File: src/rtl/pgwalk_pkg.sv
package pgwalk_pkg;
    localparam int VA_W       = 32;
    localparam int PA_W       = 32;
    localparam int OFF_W      = 12;
    localparam int IDX_W      = 10;
    localparam int PTE_BYTES  = 4;
    localparam int PTE_W      = PTE_BYTES * 8;
    localparam int PPN_W      = PA_W - OFF_W;
    localparam int ESZ_SH     = $clog2(PTE_BYTES);
    localparam int HI_IDX_LSB = OFF_W + IDX_W;

    localparam int BIT_PRESENT = 0;
    localparam int BIT_RD      = 1;
    localparam int BIT_WR      = 2;
    localparam int BIT_DIRTY   = 3;

    typedef enum logic [2:0] {
        ST_IDLE,
        ST_RD1,
        ST_WT1,
        ST_RD2,
        ST_WT2,
        ST_DONE,
        ST_FAULT
    } walk_st_e;

    typedef struct packed {
        logic             present;
        logic             rd;
        logic             wr;
        logic             dirty;
        logic [PPN_W-1:0] ppn;
    } pte_t;

    typedef struct packed {
        walk_st_e         st;
        logic [VA_W-1:0]  va;
        logic [PA_W-1:0]  root;
        logic [PPN_W-1:0] tbl_ppn;
        pte_t             leaf;
    } walk_regs_t;
endpackage

File: src/rtl/pgwalk_pte_unpack.sv
module pgwalk_pte_unpack
    import pgwalk_pkg::*;
(
    input  logic [PTE_W-1:0] raw_i,
    output pte_t             pte_o
);
    logic unused_rsvd;

    always_comb begin
        pte_o.present = raw_i[BIT_PRESENT];
        pte_o.rd      = raw_i[BIT_RD];
        pte_o.wr      = raw_i[BIT_WR];
        pte_o.dirty   = raw_i[BIT_DIRTY];
        pte_o.ppn     = raw_i[PTE_W-1 -: PPN_W];
    end

    assign unused_rsvd = ^raw_i[PTE_W-PPN_W-1:BIT_DIRTY+1];
endmodule

File: src/rtl/pgwalk_addr_gen.sv
module pgwalk_addr_gen
    import pgwalk_pkg::*;
(
    input  logic [PA_W-1:0]  root_i,
    input  logic [VA_W-1:0]  va_i,
    input  logic [PPN_W-1:0] tbl_ppn_i,
    input  logic             level2_i,
    output logic [PA_W-1:0]  addr_o
);
    logic [IDX_W-1:0] idx_hi;
    logic [IDX_W-1:0] idx_lo;
    logic [PA_W-1:0]  base;
    logic [PA_W-1:0]  scaled;

    assign idx_hi = va_i[HI_IDX_LSB +: IDX_W];
    assign idx_lo = va_i[OFF_W +: IDX_W];

    always_comb begin
        base   = level2_i ? {tbl_ppn_i, {OFF_W{1'b0}}} : root_i;
        scaled = '0;
        scaled[ESZ_SH +: IDX_W] = level2_i ? idx_lo : idx_hi;
        addr_o = base + scaled;
    end
endmodule

File: src/rtl/pgwalk_ctrl.sv
module pgwalk_ctrl
    import pgwalk_pkg::*;
(
    input  logic             clk,
    input  logic             rst_n,
    input  logic             req_valid_i,
    input  logic [VA_W-1:0]  req_vaddr_i,
    input  logic [PA_W-1:0]  root_base_i,
    output logic             req_ready_o,
    input  logic             mem_req_ready_i,
    input  logic             mem_rsp_valid_i,
    input  pte_t             pte_i,
    output logic             mem_req_valid_o,
    output logic             level2_o,
    output logic [VA_W-1:0]  va_o,
    output logic [PA_W-1:0]  root_o,
    output logic [PPN_W-1:0] tbl_ppn_o,
    output logic             done_valid_o,
    output logic             done_fault_o,
    output logic [PPN_W-1:0] done_ppn_o,
    output logic             done_rd_o,
    output logic             done_wr_o,
    output logic             done_dirty_o
);
    walk_regs_t walk_d, walk_q;

    always_comb begin
        walk_d = walk_q;
        unique case (walk_q.st)
            ST_IDLE: begin
                if (req_valid_i) begin
                    walk_d.st      = ST_RD1;
                    walk_d.va      = req_vaddr_i;
                    walk_d.root    = root_base_i;
                    walk_d.tbl_ppn = '0;
                    walk_d.leaf    = '0;
                end
            end
            ST_RD1: begin
                if (mem_req_ready_i) walk_d.st = ST_WT1;
            end
            ST_WT1: begin
                if (mem_rsp_valid_i) begin
                    if (pte_i.present) begin
                        walk_d.tbl_ppn = pte_i.ppn;
                        walk_d.st      = ST_RD2;
                    end else begin
                        walk_d.st = ST_FAULT;
                    end
                end
            end
            ST_RD2: begin
                if (mem_req_ready_i) walk_d.st = ST_WT2;
            end
            ST_WT2: begin
                if (mem_rsp_valid_i) begin
                    if (pte_i.present) begin
                        walk_d.leaf = pte_i;
                        walk_d.st   = ST_DONE;
                    end else begin
                        walk_d.st = ST_FAULT;
                    end
                end
            end
            ST_DONE, ST_FAULT: walk_d.st = ST_IDLE;
            default:           walk_d.st = ST_IDLE;
        endcase
    end

    always_ff @(posedge clk) begin
        if (!rst_n) begin
            walk_q <= '{st: ST_IDLE, default: '0};
        end else begin
            walk_q <= walk_d;
        end
    end

    logic hit_ok;
    assign hit_ok          = (walk_q.st == ST_DONE);
    assign req_ready_o     = (walk_q.st == ST_IDLE);
    assign mem_req_valid_o = (walk_q.st == ST_RD1) || (walk_q.st == ST_RD2);
    assign level2_o        = (walk_q.st == ST_RD2);
    assign va_o            = walk_q.va;
    assign root_o          = walk_q.root;
    assign tbl_ppn_o       = walk_q.tbl_ppn;
    assign done_valid_o    = hit_ok || (walk_q.st == ST_FAULT);
    assign done_fault_o    = (walk_q.st == ST_FAULT);
    assign done_ppn_o      = hit_ok ? walk_q.leaf.ppn   : '0;
    assign done_rd_o       = hit_ok ? walk_q.leaf.rd    : 1'b0;
    assign done_wr_o       = hit_ok ? walk_q.leaf.wr    : 1'b0;
    assign done_dirty_o    = hit_ok ? walk_q.leaf.dirty : 1'b0;

    AST_DONE_ONE_CYCLE: assert property (@(posedge clk) disable iff (!rst_n)
        done_valid_o |=> !done_valid_o);
    AST_BUSY_AFTER_ACCEPT: assert property (@(posedge clk) disable iff (!rst_n)
        (req_valid_i && req_ready_o) |=> (!req_ready_o && mem_req_valid_o));
    AST_SINGLE_OUTSTANDING: assert property (@(posedge clk) disable iff (!rst_n)
        (mem_req_valid_o && mem_req_ready_i) |=> !mem_req_valid_o);
    AST_FAULT_FIELDS_CLEAR: assert property (@(posedge clk) disable iff (!rst_n)
        (done_valid_o && done_fault_o) |-> (done_ppn_o == '0 && !done_rd_o && !done_wr_o && !done_dirty_o));
endmodule

File: src/rtl/pgwalk_top.sv
module pgwalk_top
    import pgwalk_pkg::*;
(
    input  logic             clk,
    input  logic             rst_n,
    input  logic             req_valid,
    output logic             req_ready,
    input  logic [VA_W-1:0]  req_vaddr,
    input  logic [PA_W-1:0]  root_base,
    output logic             mem_req_valid,
    input  logic             mem_req_ready,
    output logic [PA_W-1:0]  mem_req_addr,
    input  logic             mem_rsp_valid,
    input  logic [PTE_W-1:0] mem_rsp_data,
    output logic             done_valid,
    output logic             done_fault,
    output logic [PPN_W-1:0] done_ppn,
    output logic             done_rd,
    output logic             done_wr,
    output logic             done_dirty
);
    pte_t             rsp_pte;
    logic             level2;
    logic [VA_W-1:0]  va_held;
    logic [PA_W-1:0]  root_held;
    logic [PPN_W-1:0] tbl_ppn;

    pgwalk_pte_unpack u_unpack (
        .raw_i (mem_rsp_data),
        .pte_o (rsp_pte)
    );

    pgwalk_ctrl u_ctrl (
        .clk             (clk),
        .rst_n           (rst_n),
        .req_valid_i     (req_valid),
        .req_vaddr_i     (req_vaddr),
        .root_base_i     (root_base),
        .req_ready_o     (req_ready),
        .mem_req_ready_i (mem_req_ready),
        .mem_rsp_valid_i (mem_rsp_valid),
        .pte_i           (rsp_pte),
        .mem_req_valid_o (mem_req_valid),
        .level2_o        (level2),
        .va_o            (va_held),
        .root_o          (root_held),
        .tbl_ppn_o       (tbl_ppn),
        .done_valid_o    (done_valid),
        .done_fault_o    (done_fault),
        .done_ppn_o      (done_ppn),
        .done_rd_o       (done_rd),
        .done_wr_o       (done_wr),
        .done_dirty_o    (done_dirty)
    );

    pgwalk_addr_gen u_addr (
        .root_i    (root_held),
        .va_i      (va_held),
        .tbl_ppn_i (tbl_ppn),
        .level2_i  (level2),
        .addr_o    (mem_req_addr)
    );

    AST_REQ_HELD: assert property (@(posedge clk) disable iff (!rst_n)
        (mem_req_valid && !mem_req_ready) |=> (mem_req_valid && $stable(mem_req_addr)));
    AST_IDLE_QUIET: assert property (@(posedge clk) disable iff (!rst_n)
        req_ready |-> (!mem_req_valid && !done_valid));
endmodule

File: config.mk
export PLATFORM = sky130hd
export DESIGN_NAME = pgwalk_top
export DESIGN_NICKNAME = d
export VERILOG_FILES = /design/src/rtl/pgwalk_pkg.sv /design/src/rtl/pgwalk_pte_unpack.sv /design/src/rtl/pgwalk_addr_gen.sv /design/src/rtl/pgwalk_ctrl.sv /design/src/rtl/pgwalk_top.sv
export SDC_FILE = /design/constraint.sdc
export NUM_CORES = 1
export LEC_CHECK = 0
export BUFFER_PORTS_ARGS = -buffer_cell sky130_fd_sc_hd__clkbuf_2
export CAP_MARGIN = 20
export CORE_AREA = 8 8 149 151
export DETAILED_ROUTE_END_ITERATION = 8
export DIE_AREA = 0 0 157 159
export HOLD_SLACK_MARGIN = 0.15
export SLEW_MARGIN = 20
export SYNTH_ARGS = -nofsm -noshare
export SYNTH_HDL_FRONTEND = slang
export SYNTH_HIERARCHICAL = 1
export SYNTH_SLANG_ARGS = --single-unit
File: constraint.sdc
create_clock -name clk -period 5.1 [get_ports clk]
set_clock_uncertainty 0.05 [all_clocks]
set_input_delay 0.765 -clock clk [delete_from_list [all_inputs] [get_ports clk]]
set_output_delay 0.765 -clock clk [all_outputs]
set_load 0.02 [all_outputs]
==> results.ini <==
[power_and_ir_drop]
p_switching_uw=592
power_frac_comb=0.211
p_clk_frac=0.380
p_total_mw=2.04
vdd_drop_max_uv=156
leakage_nw=2.79
power_frac_seq=0.409
intPower_mw=1.45
swShare=0.291
powerDensity_nw_per_um2=301

[timing]
setup_viol=0
clock.fmax_mhz=209
finalCriticalPeriod_ns=4.79
final_max_slew_viol_count=0
finalSetupTns_ns=0
post-route-period-util=0.940
worst_slew_pin_slew_ns=0.939
max_slew_margin=0.374
rsz0062_at_grt=no
hold_violations=0

[floorplan]
coreArea_sq_um=19800
start_util=0.320
die-area_sq_um=25000
fp.dieH_microns=159
ios=160
dieWidth_microns=157
num_rows=52

[route]
routedWlPerCell_microns=15.3
drtIter0Drc=292
vias=5016
detail-route-antenna-nets=0
wl_mm=16.4
vias_per_cell=4.67
dr.pass1.iters=4
drc=0

[clocking]
cts_tree=yes
cts_sinks=98
root_buffer=clkbuf_16
clk_pin_slew_ns=0.07
cts.path.max_buffers=2
clock_latency_ns=0.34
htreeDepth=3
cts_buffers=9
post-cts-setup-buffer-count=0
cts_resized=0
cts_hold_buf=0

[setup_path]
crit_chain=nor2b_1 -> and2_2 -> mux2_2 -> ha_1 -> inv_1 -> fa_1 -> nand2b_1 -> a21oi_1 -> o211ai_1 -> a2111oi_2 -> nand2b_1 -> xor2_1 -> clkbuf_2
arrival_ns=3.98
worst-path-buf-inv=2
crit_family=compound AO/OA/AOI/OAI gates
criticalPathCategory=reg -> out
cp_max_fo=17
cp_common_cell=nand2b_1
crit_slowest_cell=a2111oi_2
required_ns=4.28
cp-end-kind=output port
critPathLaunchType=flop
slowest_delay_ns=0.69

[job]
max_cap_viol_count=0

[final_layout]
drive_gt1_frac=0.242
multiInputGateArea_sq_um=3330
seq_area_sq_um=1960
final_nets=911
fill_cells=2100
area_growth_pct=6.96
insertedDiodeCount=0
design_area_sq_um=6780

[place]
gp_congestion=0.834
portBuffers=139
placed_area_sq_um=6430
dp_hpwl_mm=12.1

[synth]
synth_nets=894
synth.cell_area_sq_um=6340
avgSynthCellArea_sq_um=8.11
yosys_warnings=6
syn_inst=782

[hold_path]
hp-class=reg -> reg

[global_routing]
grt_pass1_wl_mm=26.2
grt_max_degree=57
grt_use_total=0.130
grt-ovfl-total=0
grt_pass1_vias=4917
antenna_found_initial=0

[outcome]
status=finished clean

## layout by cell type, fill, tap and decap left out, types with 2 or more instances in the layout
cell type / n
nand2_1: 164
clkbuf_2: 138
dfxtp_1: 98
a21oi_1: 71
mux2i_1: 55
nand3_1: 54
and2_1: 25
nor2b_1: 20
xor2_1: 15
xnor2_1: 15
nor2_1: 14
buf_4: 12
mux2_2: 11
ha_1: 10
clkbuf_16: 9
nand2b_1: 8
inv_1: 7
a32oi_1: 7
o21ai_0: 7
nand4_1: 4
nand3b_1: 4
bufinv_16: 3
a21o_1: 3
nor3_1: 3
nor3b_1: 3
nor3b_4: 3
a32o_1: 2
and3_1: 2
o211ai_1: 2
a31oi_1: 2
## power groups by stage
stage	Sequential (mW)	Combinational [mW]	Clock, mW
final	0.835	0.430	0.774
after global routing	0.840	0.471	0.830
after CTS	0.835	0.434	0.796
after detailed placement	0.852	0.432	0
after global placement	0.851	0.430	0
after floorplan	0.841	0.393	0
## area by class of cell
| class | count | area share |
|---|---|---|
| inverter | 7 | 0.00387 |
| clock inverter | 5 | 0.0153 |
| clock buffer | 10 | 0.0338 |
| sequential | 98 | 0.289 |
| timing repair buffer | 152 | 0.117 |
| multi-input combinational | 531 | 0.491 |
| tap | 270 | 0.0498 |
## worst paths after layout
path | from | end | slack (ns) | depth (start not counted)
max | u_ctrl/walk_q[108] | mem_req_addr[28] | 0.31 | 13
min | u_ctrl/root_o[1] | u_ctrl/root_o[1] | 0.40 | 2
max reg2reg | u_ctrl/walk_q[109] | u_ctrl/va_o[29] | 3.33 | 5
min reg2reg | u_ctrl/root_o[1] | u_ctrl/root_o[1] | 0.40 | 2
## through the flow
| stage | cells | hold WS (ns) | worst slack [ns] | util |
|---|---|---|---|---|
| finish | 1073 | 0.402 | 0.308 | 0.342 |
| global route | 1073 | 0.416 | 0.0456 | 0.342 |
| CTS | 1072 | 0.404 | 0.291 | 0.341 |
| detailed placement | 1057 | 0.393 | 0.684 | 0.324 |
| global placement | 1057 | 0.387 | 0.687 | 0.324 |
| floorplan | 782 | 0.380 | 0.00179 | - |
## worst reg2reg max path: cells and delay by family (launching register included)
kind / cells / cell delay (ns)
compound gates: 1 / 0.07
buf+inv: 2 / 0.51
flops: 1 / 0.31
simple gates: 2 / 0.68
## registers in the layout (all words and copies together), names as in the netlist
| register | cells |
|---|---|
| u_ctrl/tbl_ppn_o | 20 |
| u_ctrl/walk_q | 26 |
| u_ctrl/root_o | 32 |
| u_ctrl/va_o | 20 |
## per-layer routing
metal,global-route usage,up-vias,part of all wire
met2,0.199,150,0.44
met5,0,-,0
met3,0.0350,8,0.077
met1,0.177,2300,0.48
met4,0.0302,0,0.0089
li1,-,2558,-
(Power assumes the default switching activity.)
